File: config.mk
export PLATFORM = sky130hd
export DESIGN_NAME = pin_debounce_filter
export DESIGN_NICKNAME = d
export VERILOG_FILES = /design/src/rtl/dbf_pkg.sv /design/src/rtl/dbf_sync2.sv /design/src/rtl/dbf_tick_gen.sv /design/src/rtl/dbf_pin_filter.sv /design/src/rtl/pin_debounce_filter.sv
export SDC_FILE = /design/constraint.sdc
export NUM_CORES = 1
export LEC_CHECK = 0
export BUFFER_PORTS_ARGS = -buffer_cell sky130_fd_sc_hd__buf_4
export CORE_MARGIN = 4
export CORE_UTILIZATION = 53
export CTS_BUF_LIST = sky130_fd_sc_hd__clkbuf_4
export CTS_CLUSTER_SIZE = 12
export DETAILED_ROUTE_END_ITERATION = 8
export GPL_TIMING_DRIVEN = 0
export PLACE_DENSITY = 0.72
export SYNTH_ARGS = -nofsm -noshare
export SYNTH_HDL_FRONTEND = slang
export SYNTH_SLANG_ARGS = --single-unit
File: constraint.sdc
create_clock -name clk -period 2.4 [get_ports clk]
set_input_delay 0.48 -clock clk [delete_from_list [all_inputs] [get_ports clk]]
set_output_delay 0.48 -clock clk [all_outputs]
set_load 0.02 [all_outputs]
File: src/rtl/dbf_pkg.sv
package dbf_pkg;

  typedef enum logic [1:0] {
    SMP_EVERY = 2'd0,
    SMP_MID   = 2'd1,
    SMP_SLOW  = 2'd2,
    SMP_HOLD  = 2'd3
  } smp_sel_e;

  // number of identical samples needed before a level is accepted
  localparam int unsigned ACCEPT_RUN = 3;

  function automatic int unsigned sel_period(input logic [1:0] sel,
                                             input int unsigned mid,
                                             input int unsigned slow);
    case (sel)
      SMP_MID:  return mid;
      SMP_SLOW: return slow;
      default:  return 1;
    endcase
  endfunction

  // saturating run counter step
  function automatic logic [1:0] run_step(input logic [1:0] run);
    return (run == 2'(ACCEPT_RUN)) ? run : run + 2'd1;
  endfunction

endpackage

File: src/rtl/dbf_sync2.sv
module dbf_sync2 #(
  parameter int WIDTH = 6
) (
  input  logic             clk,
  input  logic             rst_n,
  input  logic [WIDTH-1:0] d,
  output logic [WIDTH-1:0] q
);
  logic [WIDTH-1:0] meta_q;

  always_ff @(posedge clk or negedge rst_n) begin
    if (!rst_n) begin
      meta_q <= '0;
      q      <= '0;
    end else begin
      meta_q <= d;
      q      <= meta_q;
    end
  end
endmodule

File: src/rtl/dbf_tick_gen.sv
module dbf_tick_gen #(
  parameter int unsigned DIV_MID  = 4,
  parameter int unsigned DIV_SLOW = 4096
) (
  input  logic       clk,
  input  logic       rst_n,
  input  logic [1:0] sel,
  output logic       tick,
  output logic       sel_change
);
  import dbf_pkg::*;

  localparam int CNT_W = (DIV_SLOW > 2) ? $clog2(DIV_SLOW) : 1;

  logic [CNT_W-1:0] cnt_q;
  logic [CNT_W-1:0] limit;
  logic [1:0]       sel_q;
  logic             hold;
  logic             at_limit;

  assign limit      = CNT_W'(sel_period(sel, DIV_MID, DIV_SLOW) - 1);
  assign sel_change = (sel != sel_q);
  assign hold       = (sel == SMP_HOLD);
  assign at_limit   = (cnt_q == limit);
  assign tick       = !sel_change && !hold && at_limit;

  always_ff @(posedge clk or negedge rst_n) begin
    if (!rst_n) begin
      cnt_q <= '0;
      sel_q <= SMP_EVERY;
    end else begin
      sel_q <= sel;
      if (sel_change || hold || at_limit) cnt_q <= '0;
      else                                cnt_q <= cnt_q + CNT_W'(1);
    end
  end

  AST_HOLD_NO_TICK: assert property (@(posedge clk) disable iff (!rst_n)
    (sel == SMP_HOLD) |-> !tick);
  AST_EVERY_CLOCK_TICK: assert property (@(posedge clk) disable iff (!rst_n)
    (sel == SMP_EVERY && sel_q == SMP_EVERY) |-> tick);
  AST_RESTART_NO_TICK: assert property (@(posedge clk) disable iff (!rst_n)
    sel_change |=> (cnt_q == '0));
endmodule

File: src/rtl/dbf_pin_filter.sv
module dbf_pin_filter (
  input  logic clk,
  input  logic rst_n,
  input  logic tick,
  input  logic smp,
  output logic filt
);
  import dbf_pkg::*;

  logic       cand_q;
  logic       filt_q;
  logic [1:0] run_q;
  logic       differs;
  logic       accept;

  assign differs = (smp != cand_q);
  assign accept  = tick && !differs && (run_q == 2'(ACCEPT_RUN - 1));
  assign filt    = filt_q;

  always_ff @(posedge clk or negedge rst_n) begin
    if (!rst_n) begin
      cand_q <= 1'b0;
      filt_q <= 1'b0;
      run_q  <= 2'd0;
    end else if (tick) begin
      if (differs) begin
        cand_q <= smp;
        run_q  <= 2'd1;
      end else begin
        run_q <= run_step(run_q);
      end
      if (accept) filt_q <= cand_q;
    end
  end

  AST_FROZEN_WITHOUT_TICK: assert property (@(posedge clk) disable iff (!rst_n)
    !tick |=> $stable(filt_q));
  AST_UPDATE_AFTER_RUN: assert property (@(posedge clk) disable iff (!rst_n)
    !$stable(filt_q) |-> (run_q == 2'(ACCEPT_RUN)));
endmodule

File: src/rtl/pin_debounce_filter.sv
module pin_debounce_filter #(
  parameter int          NUM_PINS = 6,
  parameter int unsigned DIV_MID  = 4,
  parameter int unsigned DIV_SLOW = 4096
) (
  input  logic                  clk,
  input  logic                  rst_n,
  input  logic [NUM_PINS+1:0]   ctrl,
  input  logic                  stop_mode,
  input  logic [NUM_PINS-1:0]   pin_raw,
  output logic [NUM_PINS-1:0]   pin_out
);
  localparam int SEL_LO = NUM_PINS;

  logic [1:0]          smp_sel;
  logic [NUM_PINS-1:0] pin_en;
  logic [NUM_PINS-1:0] pin_sync;
  logic [NUM_PINS-1:0] pin_filt;
  logic                smp_tick;
  logic                sel_change;

  assign smp_sel = ctrl[SEL_LO+1:SEL_LO];
  assign pin_en  = ctrl[NUM_PINS-1:0];

  dbf_sync2 #(.WIDTH(NUM_PINS)) u_sync (
    .clk   (clk),
    .rst_n (rst_n),
    .d     (pin_raw),
    .q     (pin_sync)
  );

  dbf_tick_gen #(.DIV_MID(DIV_MID), .DIV_SLOW(DIV_SLOW)) u_tick (
    .clk        (clk),
    .rst_n      (rst_n),
    .sel        (smp_sel),
    .tick       (smp_tick),
    .sel_change (sel_change)
  );

  for (genvar i = 0; i < NUM_PINS; i++) begin : g_pin
    dbf_pin_filter u_filt (
      .clk   (clk),
      .rst_n (rst_n),
      .tick  (smp_tick),
      .smp   (pin_sync[i]),
      .filt  (pin_filt[i])
    );
    assign pin_out[i] = (stop_mode || !pin_en[i]) ? pin_sync[i] : pin_filt[i];
  end

  AST_NO_TICK_ON_RESELECT: assert property (@(posedge clk) disable iff (!rst_n)
    sel_change |-> !smp_tick);
endmodule

==> reports/qor.tcl, run 1 <==
set qor(place.port_buffers) 22
set qor(detail_route.wl_per_cell_um) 14.2
set qor(top_layer_used) {met4}
set qor(synth_largest_area_cell) {dfrtp_1}
set qor(worstSkewPairLatency_ns) 0.36
set qor(pwr-share-clk) 0.219
set qor(synth_top_cell_area_share) 0.467
set qor(slew_violations) 0
set qor(timing.rr.start) {u_tick.cnt_q[5]}
set qor(yosys_register_bits) 50
set qor(synth_enable_flop_cells) 0
set qor(synthesis.instances) 246
set qor(cp_data_required_time_ns) 2.66
set qor(total_length_of_routed_met2_wires_um) 2290
set qor(synth.cell_area_um2) 2680
set qor(maximum_fanout_encountered_on_the_critical_timing_path) 10
set qor(drt_first_pass_iters) 4
set qor(area_delta_synth_final_pct) 12.4
set qor(die-height_um) 79.1
set qor(synth.top_cells.by_area) {dfrtp_1 47%, ha_1 7.5%, xnor2_1 4.9%}
set qor(start_point_of_the_critical_path) {u_tick.cnt_q[5]}
set qor(routabilityCongestion) 0.822
set qor(synthMostInstantiatedCell) {dfrtp_1}
set qor(final_hold_violation_count) 0
set qor(max-cap-violations) 0
set qor(core-area_um2) 4820
set qor(cts.root.buffer_cell) {clkbuf_4}
set qor(vdd_drop_max_mv) 0.466
set qor(yosysWarningCount) 0
set qor(cp_data_arrival_time_ns) 2.48
set qor(rsz0062_at_grt) {false}
set qor(post_cts_resize_count) 0
set qor(synth_seq_area_share) 0.467
set qor(gr-total-overflow) 0
set qor(setup_viol) 0
set qor(detail_route.drc_violations) 0
set qor(cts_hold_repair.buffers) 0
set qor(clock_tree_buffer_depth) 2
set qor(m1WireLength_um) 2380
set qor(die_w_um) 79.1
set qor(syn_area_per_cell_um2) 10.9
set qor(yosys.cell_types.count) 37
set qor(groute.usage.overall) 0.176
set qor(insertedDiodeCount) 0
set qor(setup_tns_ns) 0
set qor(worst_setup_hold_path_clk_slew_ns) 0.14
set qor(worst_slew_margin_rel) 0.538
set qor(status) {finished clean}
set qor(route.met3.wl_um) 138
set qor(ctsHtreeMaxLevel) 2
set qor(post_layout_nonfiller_instances) 343
set qor(dieArea_um2) 6260
set qor(dp_hpwl_um) 3480
set qor(total_leakage_power_nw) 1.40
set qor(cp-start-kind) {flip-flop}
set qor(hp-class) {primary input to async pin}
set qor(sw_frac_of_total) 0.312
set qor(period_needed_ns) 2.22
set qor(grt_max_degree) 51
set qor(numPlacedInstances) 335
set qor(clock_tree_from_tritoncts) {built}
set qor(drt-vias-per-instance) 5.45
set qor(power.density_nw_per_um2) 746
set qor(grt_pass1_vias) 1888
set qor(initial_core_util) 0.556
set qor(numCtsBuffers) 5
set qor(grt_first_pass_wirelength_um) 8760
set qor(power.switching_uw) 701
set qor(worst_setup_path_end_kind) {flip-flop}
set qor(worst-setup-path-type) {flip-flop to flip-flop}
set qor(power.internal_mw) 1.54
set qor(combPwrFrac) 0.270
set qor(clock_skew_ns) 0.0106
set qor(drt_wl_total_um) 4860
set qor(postPlaceCellArea_um2) 2930
set qor(max_slew.worst_pin.slew_ns) 0.690
set qor(whs_ns) 0.0985
set qor(fp-row-count) 25
set qor(via_count) 1871
set qor(clock-sinks) 50
set qor(postRouteAntennaNets) 0
set qor(drive_above_1_share) 0.170
set qor(post-route-period-util) 0.925
set qor(drt_iter0_drc) 66
set qor(post_synth_most_frequent_cells) {50 x dfrtp_1, 34 x inv_1, 16 x ha_1, 15 x xnor2_1, 14 x nor3_1}
set qor(area_of_all_placed_cells_without_fillers_um2) 3010
set qor(post_cts_buffers) 0
set qor(io_pins) 23
set qor(syn-num-nets) 279
set qor(final_net_count) 308
set qor(max_freq_ghz) 0.450
set qor(postSynth.asyncResetShare) 1.00
set qor(synth_ff_type) {dfrtp_1}
set qor(number_of_antenna_violations_at_the_first_check_in_global_routing) 0
set qor(seq_power_share) 0.511
[final timing paths]
| check | endpoint | slack, ns | cells past startpoint |
|---|---|---|---|
| setup / recovery | g_pin[2].u_filt.run_q[1] | 0.18 | 6 |
| hold / removal | u_sync.meta_q[4] | 0.1 | 1 |
| setup reg to reg | g_pin[2].u_filt.run_q[1] | 0.18 | 6 |
| hold reg to reg | u_sync.q[2] | 0.36 | 0 |
| max in group asynchronous | u_tick.cnt_q[9] | 1.86 | 1 |
| min in group clk | u_sync.meta_q[4] | 0.21 | 1 |
[per-stage QoR]
stage / util / total power [mW] / setup slack (ns)
after floorplan: - / 1.60 / 0.171
after global placement: 0.608 / 1.74 / -0.149
after detailed placement: 0.608 / 1.78 / -0.168
after CTS: 0.625 / 2.28 / 0.185
after global routing: 0.625 / 2.43 / 0.0194
final: 0.625 / 2.25 / 0.180
[power groups by stage]
stage | logic (mW) | registers (mW) | clock network (mW)
finish | 0.606 | 1.15 | 0.493
global route | 0.709 | 1.18 | 0.547
CTS | 0.615 | 1.15 | 0.515
detailed placement | 0.609 | 1.17 | 0
global placement | 0.587 | 1.16 | 0
floorplan | 0.473 | 1.13 | 0
[kinds of logic (layout without fill, tap and decap cells)]
logic type               count (synthesis)  count (layout)  synth area share
multiplexers                            12              12            0.0476
adder cells (fa/ha/maj)                 16              16            0.0747
AO/OA/AOI/OAI                           51              51             0.154
buffers and inverters                   45              75            0.0831
flip-flops                              50              50             0.467
XOR/XNOR                                19              19            0.0621
AND/OR/NAND/NOR                         53              53             0.111
[sequential cells by signal (all words and copies together), names as in the netlist]
name,cells
u_sync.q,6
g_pin.u_filt.filt,6
g_pin.u_filt.run_q,12
g_pin.u_filt.cand_q,6
u_sync.meta_q,6
u_tick.sel_q,2
u_tick.cnt_q,12
[routing by layer]
metal | GRT usage | up-vias
met5 | 0 | -
met4 | 0.0412 | 0
met3 | 0.0317 | 4
met2 | 0.282 | 20
met1 | 0.249 | 906
li1 | - | 941
[area by class of cell]
cell class	count	area (µm²)
Buffer	11	95.1
Clock inverter	2	37.5
Tap cell	67	83.8
Clock buffer	6	45.0
Timing Repair Buffer	22	165
Sequential cell	50	1250
Inverter	34	128
Multi-Input combinational cell	151	1200
Fill cell	430	1810
[worst max-delay path, stage by stage (launching register included)]
cell	delay, ns
dfrtp_1	0.44
nand4_1	0.21
nor3_1	0.28
buf_2	0.27
clkbuf_1	0.41
o2111ai_1	0.22
a22o_1	0.27
[layout by cell type, fill, tap and decap left out, drive strengths merged, types with 2 or more instances in the layout]
master	Yosys	layout
a22o	6	6
and3	6	6
buf	6	28
clkbuf	5	11
dfrtp	50	50
ha	16	16
inv	34	34
mux2	6	6
mux2i	6	6
nand2	8	8
nand3	3	3
nand4	3	3
nor2	4	4
nor2b	6	6
nor3	15	15
nor4	2	2
o2111a	6	6
o2111ai	12	12
o211ai	6	6
o21ai	6	6
o31ai	12	12
or4	2	2
xnor2	15	15
xor2	4	4
(Power assumes the default switching activity.)
==> run 2, diff against run 1 <==
--- a/config.mk
+++ b/config.mk
@@ -8,7 +8,7 @@
 export BUFFER_PORTS_ARGS = -buffer_cell sky130_fd_sc_hd__buf_4
 export CORE_MARGIN = 4
 export CORE_UTILIZATION = 53
-export CTS_BUF_LIST = sky130_fd_sc_hd__clkbuf_4
+export CTS_BUF_LIST = sky130_fd_sc_hd__clkbuf_16
 export CTS_CLUSTER_SIZE = 12
 export DETAILED_ROUTE_END_ITERATION = 8
 export GPL_TIMING_DRIVEN = 0
==> run 2 against run 1 <==
Setup slack got worse by 0.065 ns; largest cell class unchanged; largest power group unchanged; clock skew decreased by 0.0051 ns; critical endpoint is now g_pin[2].u_filt.cand_q; maximum frequency decreased by 2.9%; worst hold slack improved by 0.10 ns; clock-buffer cell count decreased by 1.
==> reports/qor.tcl, run 2 (same netlist as run 1, synthesis figures left out) <==
set qor(status) {finished clean}
set qor(worst_slew_margin_rel) 0.533
set qor(drive_above_1_share) 0.167
set qor(clock_tree_from_tritoncts) {built}
set qor(final_core_utilization) 0.642
set qor(worst_setup_timing_slack_at_the_placement_stage_ns) -0.168
set qor(numPlacedInstances) 335
set qor(reg_top3) {g_pin.u_filt.run_q: 12 flops, u_tick.cnt_q: 12 flops}
set qor(postRouteAntennaNets) 0
set qor(post-layout-total-power_mw) 2.54
set qor(cp-start-kind) {primary input}
set qor(drt-vias-per-instance) 5.50
set qor(final_hold_violation_count) 0
set qor(die_w_um) 79.1
set qor(period_needed_ns) 2.29
set qor(place.port_buffers) 22
set qor(max-cap-violations) 0
set qor(clock_skew_ns) 0.00543
set qor(power.internal_mw) 1.80
set qor(total_leakage_power_nw) 1.44
set qor(max_freq_ghz) 0.438
set qor(cts.root.buffer_cell) {clkbuf_16}
set qor(via_count) 1887
set qor(dieArea_um2) 6260
set qor(worst_setup_path_end_kind) {flip-flop}
set qor(sw_frac_of_total) 0.291
set qor(setup_viol) 0
set qor(drt_wl_total_um) 4930
set qor(worst_setup_hold_path_clk_slew_ns) 0.07
set qor(drt_first_pass_iters) 4
set qor(fp-row-count) 25
set qor(power.switching_uw) 739
set qor(pwr-share-clk) 0.308
set qor(post-route-worst-setup-slack_ns) 0.115
set qor(post_cts_buffers) 0
set qor(most-common-layout-cells) {50 x dfrtp_1, 35 x inv_1, 24 x buf_4, 16 x ha_1, 15 x xnor2_1}
set qor(postPlaceCellArea_um2) 2930
set qor(worstSkewPairLatency_ns) 0.29
set qor(setup_tns_ns) 0
set qor(post-route-period-util) 0.952
set qor(dp_hpwl_um) 3480
set qor(core-area_um2) 4820
set qor(grt_max_degree) 51
set qor(drt_iter0_drc) 62
set qor(io_pins) 23
set qor(final_common_cell) {dfrtp_1}
set qor(clock_tree_buffer_depth) 2
set qor(cp_data_arrival_time_ns) 2.46
set qor(initial_core_util) 0.556
set qor(gr-total-overflow) 0
set qor(power.density_nw_per_um2) 822
set qor(post_layout_nonfiller_instances) 343
set qor(routabilityCongestion) 0.822
set qor(number_of_antenna_violations_at_the_first_check_in_global_routing) 0
set qor(insertedDiodeCount) 0
set qor(area_delta_synth_final_pct) 15.5
set qor(cp_data_required_time_ns) 2.57
set qor(maximum_fanout_encountered_on_the_critical_timing_path) 10
set qor(ctsHtreeMaxLevel) 2
set qor(post_cts_resize_count) 0
set qor(vdd_drop_max_mv) 0.486
set qor(max_slew.worst_pin.slew_ns) 0.697
set qor(combPwrFrac) 0.239
set qor(hp-class) {primary input to async pin}
set qor(rsz0062_at_grt) {false}
set qor(die-height_um) 79.1
set qor(slew_violations) 0
set qor(grt_pass1_vias) 1904
set qor(whs_ns) 0.201
set qor(numCtsBuffers) 5
set qor(seq_power_share) 0.452
set qor(r2r_cells) 5
set qor(cts_hold_repair.buffers) 0
set qor(worst-setup-path-type) {primary input to flip-flop}
set qor(area_of_all_placed_cells_without_fillers_um2) 3090
set qor(detail_route.wl_per_cell_um) 14.4
set qor(final_net_count) 308
set qor(clock-sinks) 50
set qor(groute.usage.overall) 0.181
set qor(grt_first_pass_wirelength_um) 8880
set qor(detail_route.drc_violations) 0
## run 2: cell type report
type,instances,area [µm²]
sequential,50,1250
tap,67,83.8
timing repair buffer,22,165
fill,409,1720
clock buffer,5,125
multi-input combinational,151,1200
clock inverter,3,41.3
buffer,11,95.1
inverter,34,128
## run 2: worst paths after layout
check / start / to / slack, ns
worst max-delay path: ctrl[6] / g_pin[2].u_filt.cand_q / 0.11
worst min-delay path: rst_n / u_sync.meta_q[5] / 0.20
worst max register to register: u_tick.cnt_q[5] / g_pin[2].u_filt.cand_q / 0.19
worst min register to register: u_sync.meta_q[2] / u_sync.q[2] / 0.35
max in group asynchronous: rst_n / u_tick.cnt_q[8] / 1.78
min in group clk: pin_raw[4] / u_sync.meta_q[4] / 0.30
## run 2: power groups by stage
stage	clock [mW]	combinational, mW	sequential (mW)
detailed placement	0	0.609	1.17
CTS	0.805	0.617	1.15
global route	0.841	0.715	1.18
finish	0.784	0.608	1.15
global placement	0	0.587	1.16
floorplan	0	0.473	1.13
## run 2: metal layers
metal  track usage  up-vias  routed length, µm
met4        0.0670        0                 79
li1              -      941                  -
met1         0.256      918               2410
met3        0.0340        7                148
met5             0        -                  0
met2         0.278       21               2300
## run 2: worst max-delay path: stages
cell	delay, ns
buf_4	0.10
inv_1	0.06
ha_1	0.28
or3b_2	0.44
a21oi_1	0.25
o211a_1	0.27
buf_4	0.22
mux2_2	0.35
